### config.mk
export PLATFORM = sky130hd
export DESIGN_NAME = adc_sweep_seq
export DESIGN_NICKNAME = d
export VERILOG_FILES = /design/src/rtl/adc_sweep_pkg.sv /design/src/rtl/adc_tick_div.sv /design/src/rtl/adc_sar_step.sv /design/src/rtl/adc_sweep_seq.sv
export SDC_FILE = /design/constraint.sdc
export NUM_CORES = 1
export LEC_CHECK = 0
export ABC_AREA = 1
export CAP_MARGIN = 20
export CORE_MARGIN = 1
export CORE_UTILIZATION = 55
export CTS_CLUSTER_DIAMETER = 120
export DETAILED_ROUTE_END_ITERATION = 8
export PLACE_DENSITY = 0.84
export SLEW_MARGIN = 20
export SYNTH_ARGS = -nofsm -noshare
export SYNTH_HDL_FRONTEND = slang
export SYNTH_HIERARCHICAL = 1
export SYNTH_SLANG_ARGS = --single-unit
### constraint.sdc
create_clock -name clk_i -period 4.7 [get_ports clk_i]
set_input_delay 0.94 -clock clk_i [delete_from_list [all_inputs] [get_ports clk_i]]
set_output_delay 0.94 -clock clk_i [all_outputs]
set_load 0.02 [all_outputs]
### src/rtl/adc_sweep_pkg.sv
package adc_sweep_pkg;
  localparam int unsigned TICKS_SH_8   = 28;
  localparam int unsigned TICKS_SH_10  = 33;
  localparam int unsigned TICKS_NSH_8  = 49;
  localparam int unsigned TICKS_NSH_10 = 59;

  typedef struct packed {
    logic [1:0] div;
    logic       res10;
    logic       sh;
    logic [1:0] grp;
  } sweep_cfg_t;

  function automatic int unsigned chan_ticks(logic res10, logic sh);
    case ({sh, res10})
      2'b11:   return TICKS_SH_10;
      2'b10:   return TICKS_SH_8;
      2'b01:   return TICKS_NSH_10;
      default: return TICKS_NSH_8;
    endcase
  endfunction
endpackage

### src/rtl/adc_tick_div.sv
module adc_tick_div (
  input  logic       clk_i,
  input  logic       rst_ni,
  input  logic       run_i,
  input  logic [1:0] sel_i,
  output logic       ce_o
);
  logic [1:0] cnt_q, lim;

  always_comb begin
    case (sel_i)
      2'd0:    lim = 2'd3;
      2'd1:    lim = 2'd1;
      default: lim = 2'd0;
    endcase
  end

  always_ff @(posedge clk_i or negedge rst_ni) begin
    if (!rst_ni)            cnt_q <= '0;
    else if (!run_i)        cnt_q <= '0;
    else if (cnt_q == lim)  cnt_q <= '0;
    else                    cnt_q <= cnt_q + 2'd1;
  end

  assign ce_o = run_i && (cnt_q == lim);


  div4_gap_chk: assert property (@(posedge clk_i) disable iff (!rst_ni)
    (run_i && sel_i == 2'd0 && ce_o) |=> !ce_o);

  div1_every_chk: assert property (@(posedge clk_i) disable iff (!rst_ni)
    (run_i && sel_i[1] && $past(run_i)) |-> ce_o);
endmodule

### src/rtl/adc_sar_step.sv
module adc_sar_step #(
  parameter int unsigned RES_W = 10,
  parameter int unsigned CNT_W = 6
) (
  input  logic             clk_i,
  input  logic             rst_ni,
  input  logic             run_i,
  input  logic             ce_i,
  input  logic             res10_i,
  input  logic [CNT_W-1:0] budget_i,
  input  logic             cmp_i,
  output logic [RES_W-1:0] trial_o,
  output logic             fin_o,
  output logic [RES_W-1:0] fin_val_o
);
  logic [CNT_W-1:0] cnt_q, nbits, samp_last;
  logic [RES_W-1:0] acc_q, mask_q, msb_mask;

  assign nbits     = res10_i ? CNT_W'(RES_W) : CNT_W'(RES_W - 2);
  assign samp_last = budget_i - nbits - CNT_W'(1);
  assign msb_mask  = res10_i ? (RES_W'(1) << (RES_W - 1)) : (RES_W'(1) << (RES_W - 3));

  assign fin_o     = run_i && ce_i && (cnt_q == budget_i - CNT_W'(1));
  assign fin_val_o = acc_q | (cmp_i ? mask_q : '0);
  assign trial_o   = acc_q | mask_q;

  always_ff @(posedge clk_i or negedge rst_ni) begin
    if (!rst_ni) begin
      cnt_q <= '0; acc_q <= '0; mask_q <= '0;
    end else if (!run_i) begin
      cnt_q <= '0; acc_q <= '0; mask_q <= '0;
    end else if (ce_i) begin
      if (fin_o) begin
        cnt_q <= '0; acc_q <= '0; mask_q <= '0;
      end else begin
        cnt_q <= cnt_q + CNT_W'(1);
        if (cnt_q == samp_last) begin
          mask_q <= msb_mask;            // sampling over, first trial
        end else if (mask_q != '0) begin
          if (cmp_i) acc_q <= acc_q | mask_q;
          mask_q <= mask_q >> 1;
        end
      end
    end
  end


  last_trial_lsb_chk: assert property (@(posedge clk_i) disable iff (!rst_ni)
    fin_o |-> mask_q[0]);

  mask_single_chk: assert property (@(posedge clk_i) disable iff (!rst_ni)
    $onehot0(mask_q));
endmodule

### src/rtl/adc_sweep_seq.sv
module adc_sweep_seq
  import adc_sweep_pkg::*;
#(
  parameter int unsigned NCH   = 8,
  parameter int unsigned RES_W = 10,
  parameter int unsigned CNT_W = 6,
  localparam int unsigned CH_W = $clog2(NCH)
) (
  input  logic                 clk_i,
  input  logic                 rst_ni,
  input  logic                 start_i,
  input  logic [1:0]           div_i,
  input  logic                 res10_i,
  input  logic                 sh_i,
  input  logic [1:0]           grp_i,
  input  logic                 cmp_i,
  output logic                 busy_o,
  output logic [CH_W-1:0]      ch_o,
  output logic [RES_W-1:0]     trial_o,
  output logic                 sh_en_o,
  output logic                 res10_o,
  output logic                 done_o,
  output logic [CH_W-1:0]      done_ch_o,
  output logic [NCH*RES_W-1:0] result_o
);
  sweep_cfg_t       cfg_q;
  logic             busy_q, run, ce, fin;
  logic [CH_W-1:0]  ch_q, last_ch;
  logic [CNT_W-1:0] budget;
  logic [RES_W-1:0] fin_val;

  assign run     = busy_q && start_i;
  assign last_ch = CH_W'({cfg_q.grp, 1'b1});
  assign budget  = CNT_W'(chan_ticks(cfg_q.res10, cfg_q.sh));

  adc_tick_div u_div (
    .clk_i (clk_i), .rst_ni(rst_ni), .run_i(run), .sel_i(cfg_q.div), .ce_o(ce)
  );

  adc_sar_step #(.RES_W(RES_W), .CNT_W(CNT_W)) u_sar (
    .clk_i    (clk_i),
    .rst_ni   (rst_ni),
    .run_i    (run),
    .ce_i     (ce),
    .res10_i  (cfg_q.res10),
    .budget_i (budget),
    .cmp_i    (cmp_i),
    .trial_o  (trial_o),
    .fin_o    (fin),
    .fin_val_o(fin_val)
  );

  always_ff @(posedge clk_i or negedge rst_ni) begin
    if (!rst_ni) begin
      busy_q <= 1'b0; ch_q <= '0; cfg_q <= '0;
    end else if (!busy_q) begin
      if (start_i) begin
        busy_q <= 1'b1;
        ch_q   <= '0;
        cfg_q  <= '{div: div_i, res10: res10_i, sh: sh_i, grp: grp_i};
      end
    end else if (!start_i) begin
      busy_q <= 1'b0;                    // abort, partial result dropped
      ch_q   <= '0;
    end else if (fin) begin
      ch_q <= (ch_q == last_ch) ? '0 : ch_q + CH_W'(1);
    end
  end

  always_ff @(posedge clk_i or negedge rst_ni) begin
    if (!rst_ni) begin
      done_o <= 1'b0; done_ch_o <= '0;
    end else begin
      done_o    <= fin;
      done_ch_o <= ch_q;
    end
  end

  for (genvar g = 0; g < NCH; g++) begin : g_slot
    always_ff @(posedge clk_i or negedge rst_ni) begin
      if (!rst_ni)                         result_o[g*RES_W +: RES_W] <= '0;
      else if (fin && ch_q == CH_W'(g))    result_o[g*RES_W +: RES_W] <= fin_val;
    end
  end

  assign busy_o  = busy_q;
  assign ch_o    = ch_q;
  assign sh_en_o = busy_q && cfg_q.sh;
  assign res10_o = busy_q && cfg_q.res10;


  ch_in_group_chk: assert property (@(posedge clk_i) disable iff (!rst_ni)
    busy_q |-> ch_q <= last_ch);

  wrap_chk: assert property (@(posedge clk_i) disable iff (!rst_ni)
    (done_o && busy_q && done_ch_o == last_ch) |-> ch_q == '0);

  abort_chk: assert property (@(posedge clk_i) disable iff (!rst_ni)
    (busy_q && !start_i) |=> (!busy_q && !done_o));

  result_hold_chk: assert property (@(posedge clk_i) disable iff (!rst_ni)
    !done_o |-> $stable(result_o));

  cfg_hold_chk: assert property (@(posedge clk_i) disable iff (!rst_ni)
    (busy_q && $past(busy_q)) |-> $stable(cfg_q));
endmodule

* Word-level counts from Yosys, hierarchy flattened
Index checks and enable logic that the tools add are counted.
Word-level totals: output and inout bits 100, word-level logic and storage cells 99, bits in registers 122
Cells by class: muxes and demuxes 27, add/sub/neg operators 6, eq/ne operators 21, reductions and logical operators 22, bitwise gates (word level) 3
Operators with widths (count):
- two-way mux 10 bit | 13
- bitwise OR 10 bit | 2
- two-way mux 6 bit | 3
- case mux 6 bit (3 select lines) | 1
- two-way mux 3 bit | 5
- logical AND 1 bit | 14
- == test 3 bit, second input constant | 4
- == test 6 bit | 2
- subtractor 6 x 1 -> 6 bit, second input constant | 2
- nonzero test 10 bit | 1
- adder 6 x 1 -> 6 bit, second input constant | 1
- == test 3 x 2 -> 1 bit, second input constant | 2
- two-way mux 2 bit | 3
- inequality test 3 x 2 -> 1 bit, second input constant | 2
- inequality test 3 bit, second input constant | 2
- AND reduction 2 bit | 3
- subtractor 6 bit | 1
- == test 2 x 1 -> 1 bit, second input constant | 2
- == test 2 bit, second input constant | 2
- inequality test 4 x 2 -> 1 bit, second input constant | 1
- case mux 2 bit (2 select lines) | 1
- AND reduction 4 bit | 1
- adder 3 x 1 -> 3 bit, second input constant | 1
- == test 3 x 1 -> 1 bit, second input constant | 1
- other kinds (9) | 9

* Logic depth before layout (Yosys ltp)
word-level depth 9, gate-level depth with buffers 19, gate-level depth less buffers 18

* By module
The synthesis kept the hierarchy.
By module, submodules not included:
- adc_sweep_seq | instances 1, cells an instance 351, area an instance 3701.0 µm²
- adc_sar_step | instances 1, cells an instance 305, area an instance 1974.4 µm²
- adc_tick_div | instances 1, cells an instance 22, area an instance 133.9 µm²

* Worst setup path before layout
OpenSTA, ideal clock, no wires.
path type input port to flip-flop, start point input port start_i, end point register result_o[52], path buffers 2, slack 1.922 ns, cell stages on the path 15, arrival 2.654 ns, cells stage by stage nand2_1 -> inv_1 -> inv_1 -> nor2_1 -> nand2_1 -> inv_1 -> nand3_1 -> nor2_2 -> nand3_4 -> inv_2 -> buf_6 -> nand3_1 -> buf_4 -> nand2_1 -> o21ai_2
Between the ends: cells in the longest elaborated chain, start to end 5
RTL lines:
- start: declaration | line adc_sweep_seq.sv:11 | input logic start_i,
- logical AND 1 bit | line adc_sweep_seq.sv:32 | assign run = busy_q && start_i;
- named net run | line adc_sweep_seq.sv:27 | logic busy_q, run, ce, fin;
- logical AND 1 bit | line adc_tick_div.sv:25 | assign ce_o = run_i && (cnt_q == lim);
- named net ce | line adc_sweep_seq.sv:27
- logical AND 1 bit (2 in a row) | line adc_sar_step.sv:23 | assign fin_o = run_i && ce_i && (cnt_q == budget_i - CNT_W'(1));
- named net fin | line adc_sweep_seq.sv:27
- logical AND 1 bit | line adc_sweep_seq.sv:82 | else if (fin && ch_q == CH_W'(g)) result_o[g*RES_W +: RES_W] <= fin_val;
- end signal: indexed assignment | line adc_sweep_seq.sv:82
- end: declaration | line adc_sweep_seq.sv:24 | output logic [NCH*RES_W-1:0] result_o
The timed path passes the listed nets, and every way through them passes these cells. A chain may end at the register's enable or synchronous reset.

* Final worst setup path
start point input port start_i, end point register result_o[61]
Same word-level chain as after synthesis.

==> impl_metrics.ini <==
[status]
status = finished, final reports clean

[synth]
synth-edff-count = 0
syn_avg_cell_area_sq_um = 8.568
synth_top_area_cell = dfrtp_1
ys_warn_count = 6
synth_area_sq_um = 5809
synth.distinct_cells = 31
syn_nets = 702
yosysSeqAreaShare_pct = 52.55
synth.area.top_cells = dfrtp_1 (53%), nand2_1 (14%), inv_1 (4.9%), o21ai_2 (4.8%), o21ai_1 (3.5%)
yosys_most_used_dff = dfrtp_1
synth_async_sr_flop_share_pct = 100.0
synth_top_cell_area_share_pct = 52.55
synth-seq-cells = 122
netlist_instances = 678

[sta]
fin_worst_skew_ns = 0.007697
period_minus_slack_ns = 3.626
fin_crit_sh_pct = 77.16
hold_viol_final = 0
max_freq_mhz = 275.8
grt_setup_unrepaired = no
setup_violations = 0
fin_tns_setup_ns = 0
tightest_slew_ns = 0.7087
slew_viol_final = 0
slew_headroom_pct = 52.62

[cts]
h-tree-depth = 4
ctsResizeCount = 0
cts_buffers = 17
cts_setup_buffers = 0
clockBufferDepth = 2
cts-root-buf = clkbuf_8
hold_buffers = 0
clock_latency_ns = 0.52
clkTransAtPathRegs_ns = 0.06
numClockSinks = 122
cts_tree = done

[critical_path]
cp_max_fo = 20
arrival_ns = 4.00
path_class = input pin to register
endpoint_kind = register
critical_path_required_ns = 5.07
startpoint_type = input pin
reg2reg_depth = 15

[route]
drc = 0
drtIter0Drc = 379
wl_met2_microns = 7536
wl_met3_microns = 993
routedWlPerCell_microns = 16.08
via_per_inst = 5.408
dr.pass1.iters = 8
antenna_left = 0
maxUsedRoutingLayer = met4
wl_met1_microns = 6160
vias = 5073
finalWirelength_microns = 15080

[pwr]
combinationalPowerShare_pct = 7.9
p_sw_share_pct = 24.96
total_power_mw = 2.666
p_int_mw = 2.001
p_leak_nw = 3.530
ir_worst_vdd_mv = 0.2534
clockPowerShare_pct = 52.0
power_frac_seq_pct = 40.1
cellPowerDensity_nw_per_um2 = 353.1
switchingPower_mw = 0.6655

[die]
boundaryPins = 110
coreArea_sq_um = 10280
dieArea_sq_um = 10980
rows = 37
dieWidth_microns = 104.8
die_y_microns = 104.8
start_util_pct = 56.53

[layout]
nNetsFinal = 813
diodes = 0
fillers = 741
area_growth_pct = 30.00
drive_gt1_share_pct = 11.85

[place]
dp_hpwl_microns = 9953
place.gp.congestion = 0.8698
portBuffers = 109

[global_routing]
grt_pass1_wl_microns = 24590
grt_overflow_total = 0
grt_usage_pct = 29.11
grt_pass1_vias = 4971
grt_max_degree = 51
antenna_found_initial = 0

[flow_run]
cap_violations = 0

[worst_hold_path]
hp-class = input pin to asynchronous set/reset pin
cell type report:
class | instances | area [sq um] | share of cell area, %
Sequential cell | 122 | 3053 | 40.42
Multi-Input combinational cell | 449 | 2265 | 29.99
Timing Repair Buffer | 112 | 1111 | 14.71
Clock buffer | 18 | 417.9 | 5.533
Inverter | 87 | 326.6 | 4.324
Clock inverter | 14 | 209.0 | 2.767
Tap cell | 136 | 170.2 | 2.253
sequential cells by signal, indices dropped and copies added, names as in the netlist:
signal and count:
cfg_q 6, u_sar/acc_q 10, u_sar/mask_q 10, done_ch_o 3, done_o 1, u_sar/cnt_q 6, result_o 80, ch_o 3
busy_o 1, u_div/cnt_q 2
power by group through the flow:
stage	registers [mW]	logic, mW	clock network (mW)
global route	1.07	0.242	1.44
CTS	1.07	0.210	1.39
detailed placement	1.09	0.208	0
global placement	1.09	0.201	0
finish	1.07	0.211	1.39
floorplan	1.09	0.147	0
stage by stage:
| step | utilization (%) | setup WS [ns] | cell area (sq um) | hold slack (ns) | instances |
|---|---|---|---|---|---|
| 6_report | 73.48 | 1.074 | 7552 | 0.4355 | 938 |
| 4_1_cts | 73.48 | 1.129 | 7552 | 0.4525 | 938 |
| 3_3_place_gp | 67.38 | 0.8196 | 6925 | 0.4661 | 906 |
| 5_1_grt | 73.48 | 0.7957 | 7552 | 0.4699 | 938 |
| 2_1_floorplan | - | 1.922 | 5809 | 0.4638 | 678 |
| 3_5_place_dp | 67.38 | 0.5992 | 6925 | 0.4692 | 906 |
path summary, 6_finish.rpt:
kind                                    from            to  slack (ns)
worst min-delay path                  rst_ni   result_o[0]        0.44
worst min register to register  result_o[31]  result_o[31]        0.48
worst max-delay path                 start_i  result_o[61]        1.07
min in group clk_i              result_o[31]  result_o[31]        0.48
max in group asynchronous             rst_ni  result_o[76]        3.33
worst max register to register      cfg_q[3]  result_o[61]        1.31
cells by family after synthesis:
logic type	Yosys count	synth area share, %
AND/OR/NAND/NOR	317	23.15
flip-flops	122	52.55
AO/OA/AOI/OAI	115	12.23
buffers and inverters	107	8.464
adder cells (fa/ha/maj)	14	3.145
XOR/XNOR	3	0.4524
worst max-delay path, stage by stage:
cell             delay [ns]
clkdlybuf4s50_1        0.56
nand2_1                0.13
inv_1                  0.22
inv_1                  0.10
nor2_1                 0.24
nand2_1                0.08
inv_1                  0.10
nand3_1                0.09
nor2_2                 0.15
nand3_4                0.12
inv_2                  0.33
nand3_1                0.59
nand2_1                0.24
o21ai_1                0.10
Yosys cell counts (2+ instances only):
cell	n
nand2_2	2
nand2_4	2
nand3_1	17
inv_2	10
a21oi_1	6
nand3_2	6
o21ai_1	41
o21ai_2	32
nand4_1	5
buf_2	7
dfrtp_1	122
ha_1	13
o21ai_0	33
nor2_2	3
nor2_1	41
xor2_1	3
nand2_1	224
inv_1	76
nor3_1	13
clkbuf_2	2
buf_6	10
layer usage:
metal,up-vias,GRT usage [%]
li1,2370,-
met4,0,11.87
met2,233,49.10
met5,-,0
met1,2433,37.58
met3,37,4.679
placed cells by master, fill, tap and decap left out, types with 16 or more instances in the layout:
cell             synthesis  layout
dfrtp_1                122     122
o21ai_2                 32      32
clkbuf_16                0      16
nor2_1                  41      41
inv_1                   76      76
clkdlybuf4s50_1          0     108
nand2_1                224     224
o21ai_1                 41      41
o21ai_0                 33      33
nand3_1                 17      17
No activity file was read; power rests on OpenSTA's default activity.
